===== src/rtl/sbr_pkg.sv =====
package sbr_pkg;

   typedef enum logic [1:0] {
      SQ_IDLE = 2'd0,
      SQ_WAIT = 2'd1,
      SQ_BEAT = 2'd2
   } sq_state_t;

   localparam int unsigned LAT_FW  = 4;
   localparam logic [LAT_FW-1:0] LAT_MAX = 4'd9;

   // Code 1..7 maps to code+2 cycles; all other codes take the longest wait.
   function automatic logic [LAT_FW-1:0] lat_decode(input logic [LAT_FW-1:0] code);
      if (code >= 4'd1 && code <= 4'd7)
         return code + 4'd2;
      else
         return LAT_MAX;
   endfunction

endpackage


===== src/rtl/sbr_lat_ctr.sv =====
module sbr_lat_ctr #(
   parameter int unsigned CW = 4
) (
   input  logic          clk,
   input  logic          rst_n,
   input  logic          clr,
   input  logic          load,
   input  logic [CW-1:0] ld_val,
   output logic          expire
);

   logic [CW-1:0] cnt_q;

   always_ff @(posedge clk) begin
      if (!rst_n)
         cnt_q <= '0;
      else if (clr)
         cnt_q <= '0;
      else if (load)
         cnt_q <= ld_val;
      else if (cnt_q != '0)
         cnt_q <= cnt_q - 1'b1;
   end

   assign expire = (cnt_q == CW'(1));

   // the expiry strobe lasts a single cycle unless the counter is reloaded
   p_expire_once_r3: assert property (@(posedge clk) disable iff (!rst_n)
      (expire && !load && !clr) |=> !expire);

endmodule


===== src/rtl/sbr_wrap_addr.sv =====
module sbr_wrap_addr #(
   parameter int unsigned AW        = 20,
   parameter int unsigned BURST_LEN = 4,
   localparam int unsigned OFF_W    = $clog2(BURST_LEN)
) (
   input  logic             clk,
   input  logic             rst_n,
   input  logic             load,
   input  logic             step,
   input  logic [AW-1:0]    addr_in,
   output logic [AW-1:0]    rd_addr,
   output logic [OFF_W-1:0] beat
);

   logic [AW-1:0]    base_q;
   logic [OFF_W-1:0] beat_q;

   always_ff @(posedge clk) begin
      if (!rst_n) begin
         base_q <= '0;
         beat_q <= '0;
      end else if (load) begin
         base_q <= addr_in;
         beat_q <= '0;
      end else if (step) begin
         beat_q <= beat_q + 1'b1;
      end
   end

   // Offset sum is OFF_W bits wide so it wraps inside the aligned group.
   assign rd_addr = {base_q[AW-1:OFF_W], OFF_W'(base_q[OFF_W-1:0] + beat_q)};
   assign beat    = beat_q;

   // the group base never moves unless a new capture arrives
   p_base_hold_r5: assert property (@(posedge clk) disable iff (!rst_n)
      (!load && $past(!load)) |-> rd_addr[AW-1:OFF_W] == $past(rd_addr[AW-1:OFF_W]));

endmodule


===== src/rtl/sbr_ind.sv =====
module sbr_ind #(
   parameter int unsigned BURST_LEN = 4,
   localparam int unsigned OFF_W    = $clog2(BURST_LEN)
) (
   input  logic             clk,
   input  logic             rst_n,
   input  logic             active,
   input  logic             sel,
   input  logic [OFF_W-1:0] beat,
   output logic             ind_n
);

   localparam logic [OFF_W-1:0] LAST_B   = OFF_W'(BURST_LEN - 1);
   localparam logic [OFF_W-1:0] PENULT_B = OFF_W'(BURST_LEN - 2);

   logic [OFF_W-1:0] target;

   assign target = sel ? PENULT_B : LAST_B;
   assign ind_n  = !(active && (beat == target));

   // the marker is never low on two consecutive cycles
   p_ind_single_r6: assert property (@(posedge clk) disable iff (!rst_n)
      !ind_n |=> ind_n);

endmodule


===== src/rtl/sbr_burst_seq.sv =====
module sbr_burst_seq
   import sbr_pkg::*;
#(
   parameter int unsigned AW        = 20,
   parameter int unsigned BURST_LEN = 4
) (
   input  logic          clk,
   input  logic          rst_n,
   input  logic          ce_n,
   input  logic          adv_n,
   input  logic          oe_n,
   input  logic [AW-1:0] addr,
   input  logic [3:0]    cfg_lat,
   input  logic          cfg_sel,
   output logic [AW-1:0] rd_addr,
   output logic          dvalid,
   output logic          data_oe,
   output logic          ind_n
);

   localparam int unsigned OFF_W = $clog2(BURST_LEN);

   generate
      if (BURST_LEN < 2 || (1 << OFF_W) != BURST_LEN || AW <= OFF_W) begin : g_bad_cfg
         $error("sbr_burst_seq: BURST_LEN must be a power of two >= 2 and below 2**AW");
      end
   endgenerate

   sq_state_t        state_q;
   logic             adv_prev_n;
   logic             sel_q;
   logic             cap;
   logic             expire;
   logic             step;
   logic [OFF_W-1:0] beat;

   assign cap  = !ce_n && !adv_n && (adv_prev_n || state_q == SQ_IDLE);
   assign step = (state_q == SQ_BEAT) && !ce_n && !cap;

   always_ff @(posedge clk) begin
      if (!rst_n) begin
         state_q    <= SQ_IDLE;
         adv_prev_n <= 1'b1;
         sel_q      <= 1'b0;
      end else begin
         adv_prev_n <= adv_n;
         if (ce_n) begin
            state_q <= SQ_IDLE;
         end else if (cap) begin
            state_q <= SQ_WAIT;
            sel_q   <= cfg_sel;
         end else if (state_q == SQ_WAIT && expire) begin
            state_q <= SQ_BEAT;
         end
      end
   end

   sbr_lat_ctr #(.CW(LAT_FW)) u_lat (
      .clk    (clk),
      .rst_n  (rst_n),
      .clr    (ce_n),
      .load   (cap),
      .ld_val (lat_decode(cfg_lat)),
      .expire (expire)
   );

   sbr_wrap_addr #(.AW(AW), .BURST_LEN(BURST_LEN)) u_addr (
      .clk     (clk),
      .rst_n   (rst_n),
      .load    (cap),
      .step    (step),
      .addr_in (addr),
      .rd_addr (rd_addr),
      .beat    (beat)
   );

   sbr_ind #(.BURST_LEN(BURST_LEN)) u_ind (
      .clk    (clk),
      .rst_n  (rst_n),
      .active (state_q == SQ_BEAT),
      .sel    (sel_q),
      .beat   (beat),
      .ind_n  (ind_n)
   );

   assign dvalid  = (state_q == SQ_BEAT);
   assign data_oe = dvalid && !oe_n;

   // a deselect edge leaves the outputs idle
   p_idle_after_ce_r8: assert property (@(posedge clk) disable iff (!rst_n)
      ce_n |=> (!dvalid && ind_n));

   // a capture always reopens the latency window
   p_restart_r10: assert property (@(posedge clk) disable iff (!rst_n)
      cap |=> !dvalid);

   // each beat advances the offset by one inside the group
   p_addr_step_r5: assert property (@(posedge clk) disable iff (!rst_n)
      (dvalid && !ce_n && !cap) |=>
         (dvalid && rd_addr[OFF_W-1:0] == OFF_W'($past(rd_addr[OFF_W-1:0]) + 1'b1)));

   // an address strobe held low does not stop the latency from completing
   p_hold_no_recap_r2: assert property (@(posedge clk) disable iff (!rst_n)
      (state_q == SQ_WAIT && expire && !ce_n && !adv_n && !adv_prev_n) |=> dvalid);

   // the marker only appears while burst data is presented
   p_ind_in_burst_r6: assert property (@(posedge clk) disable iff (!rst_n)
      !ind_n |-> dvalid);

endmodule


===== config.mk =====
export PLATFORM = sky130hd
export DESIGN_NAME = sbr_burst_seq
export DESIGN_NICKNAME = d
export VERILOG_FILES = /design/src/rtl/sbr_pkg.sv /design/src/rtl/sbr_lat_ctr.sv /design/src/rtl/sbr_wrap_addr.sv /design/src/rtl/sbr_ind.sv /design/src/rtl/sbr_burst_seq.sv
export SDC_FILE = /design/constraint.sdc
export NUM_CORES = 1
export LEC_CHECK = 0
export BUFFER_PORTS_ARGS = -buffer_cell sky130_fd_sc_hd__buf_2
export CORE_UTILIZATION = 44
export DETAILED_ROUTE_END_ITERATION = 10
export GPL_ROUTABILITY_DRIVEN = 0
export PLACE_DENSITY = 0.75
export SLEW_MARGIN = 10
export SYNTH_ARGS = -nofsm -noshare
export SYNTH_HDL_FRONTEND = slang
export SYNTH_SLANG_ARGS = --single-unit

===== constraint.sdc =====
create_clock -name clk -period 1.2 [get_ports clk]
set_input_delay 0.12 -clock clk [delete_from_list [all_inputs] [get_ports clk]]
set_output_delay 0.12 -clock clk [all_outputs]
set_load 0.03 [all_outputs]

==> run metrics <==
metal3 WL 164 microns; VDD IR max 0.797 mV; All-Layer GR Usage 21.0%; Final Slew Violations 0; HP Class in -> reg; crit path kind reg -> out; worst-margin pin slew 0.688 ns; flop2flop setup slack -0.10 ns; commonest non-fill, non-tap cell in the layout buf_2; fraction of the mapped netlist area in adder cells 4.21%; Die ar. 3610 sq um; clock power share 38.7%; routed wl met2 2250 microns; internal cell power 2050 uW; 1st-pass router iterations 4; arrival time at the worst endpoint 1.29 ns; H-tree Lvls 2; Worst-Skew Late Latency 0.34 ns; routed vias 1384; WL per Instance 14.5 microns; Die W 60.1 microns; largest fanout on the critical path 2; Synth Net Count 207; simple-gate share of the synthesized area 21.8%; Die Span Y 60.1 microns; number of buffers created by CTS 5; Final HPWL DP 2060 microns; sequential power share 39.1%; Yosys reg bits 30; clk buf depth 2; Tmin final 1.41 ns; grt ovf 0; PD cells 1140 nW/um^2; Logic pwr share 22.2%; Clk Tree Root Cell clkbuf_4; IO buf count 52; Routed WL 4070 microns; IO Pins 53; sequential-to-total area share from yosys stat 40.4%; CP Launch Type register; first-pass GRT wire length 5440 microns; max frequency 707 MHz; switching share of power 25.9%; Initial Util 47.5%; Synth Area in Compound Gates 15.5%; DP Area 1760 sq um; Critical Path End Type primary output; fin worst setup slack -0.214 ns; Fin. Hold Viols 0; Clock transition at path regs 0.09 ns; CTS tree done; largest net degree at the start of global routing 23; clock skew 0.0115 ns; Sinks on Clock Net 30; Post-Syn Area 1490 sq um; share of cells above drive strength 1 62.9%; failing checks setup timing; DR vias/cell 4.93; status finished with violations; RSZ-0062 raised after global routing true; Yosys warning count 0; initial antenna violation count 0; period utilisation layout 118%; NetSw 714 uW; most frequent cells in the layout 47 x buf_2, 24 x dfxtp_1, 23 x nand2_1; Finished Cell Area 2430 sq um; routed metal-1 wirelength 1580 microns; Slew HR 53.8%; final count of negative-setup-slack endpoints 25; row cnt 20; Core Area 3130 sq um; cell count after synthesis 172; DRC 0; Detailed Route Iter0 Violations 45; mux contribution to synthesized area 0.673%; CP Data Required Time 1.08 ns; Mean Syn Cell Area 8.64 sq um; XOR/XNOR Fraction of Synth Area 3.54%; vias in the first global route 1251; Top Metal Used met4; post-synth cell types 30; ANT nets after route 0; largest family of logic cells by synthesized area simple AND/OR/NAND/NOR gates; Post-Place Setup Slack -0.0500 ns; # diodes 0; nets@finish 271; area growth from synthesis to layout 63.7%; maxcap violations 0; leakage power 0.00107 uW
[synth_stat cells]
| master | number | area, sq um |
|---|---|---|
| nand2_1 | 47 | 176 |
| o21ai_2 | 1 | 8.76 |
| xor2_1 | 2 | 17.5 |
| xnor2_1 | 4 | 35.0 |
| a21oi_1 | 4 | 20.0 |
| clkbuf_1 | 2 | 7.51 |
| mux2i_1 | 1 | 10.0 |
| a211oi_1 | 2 | 15.0 |
| nor2_1 | 6 | 22.5 |
| nor2b_1 | 3 | 18.8 |
| nand3b_1 | 1 | 7.51 |
| a21boi_2 | 1 | 11.3 |
| or3_4 | 1 | 11.3 |
| o21a_2 | 1 | 8.76 |
| dfxtp_1 | 30 | 601 |
| nand3_1 | 2 | 10.0 |
| nor3_1 | 2 | 10.0 |
| nor3b_2 | 1 | 12.5 |
| nor4_1 | 2 | 12.5 |
| buf_6 | 5 | 56.3 |
| buf_4 | 18 | 135 |
| nand2b_1 | 4 | 25.0 |
| ha_1 | 5 | 62.6 |
| o21ai_0 | 2 | 10.0 |
| nor3_2 | 1 | 10.0 |
| inv_1 | 2 | 7.51 |
| a31oi_1 | 1 | 6.26 |
| a21boi_1 | 11 | 82.6 |
| a21boi_0 | 9 | 67.6 |
| nor3b_1 | 1 | 7.51 |
[path summary, 6_finish.rpt]
kind / end / startpoint / cells after the start
max: rd_addr[1] / u_addr.base_q[0]$_SDFFE_PN0P_ / 4
min: u_addr.base_q[6]$_SDFFE_PN0P_ / addr[6] / 3
max reg2reg: u_lat.cnt_q[1]$_SDFFE_PP0P_ / u_lat.cnt_q[0]$_SDFFE_PP0P_ / 6
min reg2reg: u_addr.base_q[9]$_SDFFE_PN0P_ / u_addr.base_q[9]$_SDFFE_PN0P_ / 2
[power by group through the flow]
stage | Sequential (uW) | Combinational, uW | Clock (uW)
floorplan | 1090 | 313 | 0
global placement | 1090 | 410 | 0
detailed placement | 1090 | 417 | 0
CTS | 1070 | 482 | 1080
global route | 1080 | 659 | 1140
finish | 1080 | 613 | 1070
[registers in the layout, indices dropped and copies added (netlist names)]
signal,cells
adv_prev_n,1
sel_q,1
state_q,2
u_addr.base_q,20
u_addr.beat,2
u_lat.cnt_q,4
[stage by stage]
step                      utilization [%]  setup TNS (ns)  hold WS (ns)  cells  total power, uW
after global placement               56.4        -0.00424         0.324    257             1500
after CTS                            68.1          -0.555       0.00599    275             2630
after floorplan                         -         -0.0316         0.193    172             1400
final                                77.8           -1.21        0.0203    281             2760
after detailed placement             56.4         -0.0879         0.328    257             1510
after global routing                 77.8           -2.53        0.0102    281             2880
[cell families after synthesis]
group                      after synthesis
and+or+nand+nor                         71
AOI/OAI and AO/OA                       32
DFF                                     30
buffers and inverters                   27
xor gates and xnor gates                 6
adders and majority gates                5
muxes                                    1
[timing repair]
item	in CTS	in global routing
resized for setup	42	66
pin swaps	12	40
setup endpoints to repair	26	31
setup buffers	8	2
gates cloned	0	2
endpoints found under the hold margin	1	3
hold buffers	2	3
[layout make-up]
cell class | instances | area, sq um
multi-input cells | 115 | 1000
fillers | 206 | 694
repair buffers | 82 | 647
flip-flops and latches | 30 | 608
clock inverters | 2 | 60.1
well taps | 44 | 55.1
clock buffers | 6 | 51.3
inverters | 2 | 7.51
[layer usage]
| layer | track usage, % | vias to the layer above |
|---|---|---|
| met1 | 21.9 | 653 |
| met4 | 7.97 | 0 |
| met5 | 0 | - |
| li1 | - | 682 |
| met2 | 38.3 | 39 |
| met3 | 7.14 | 10 |
[worst max-delay path, cell delays in order (launching register included)]
cell and delay (ns):
dfxtp_2 0.34, ha_4 0.17, xnor2_4 0.17, xnor2_2 0.14, buf_6 0.15
Power figures use the tool's default switching activity.
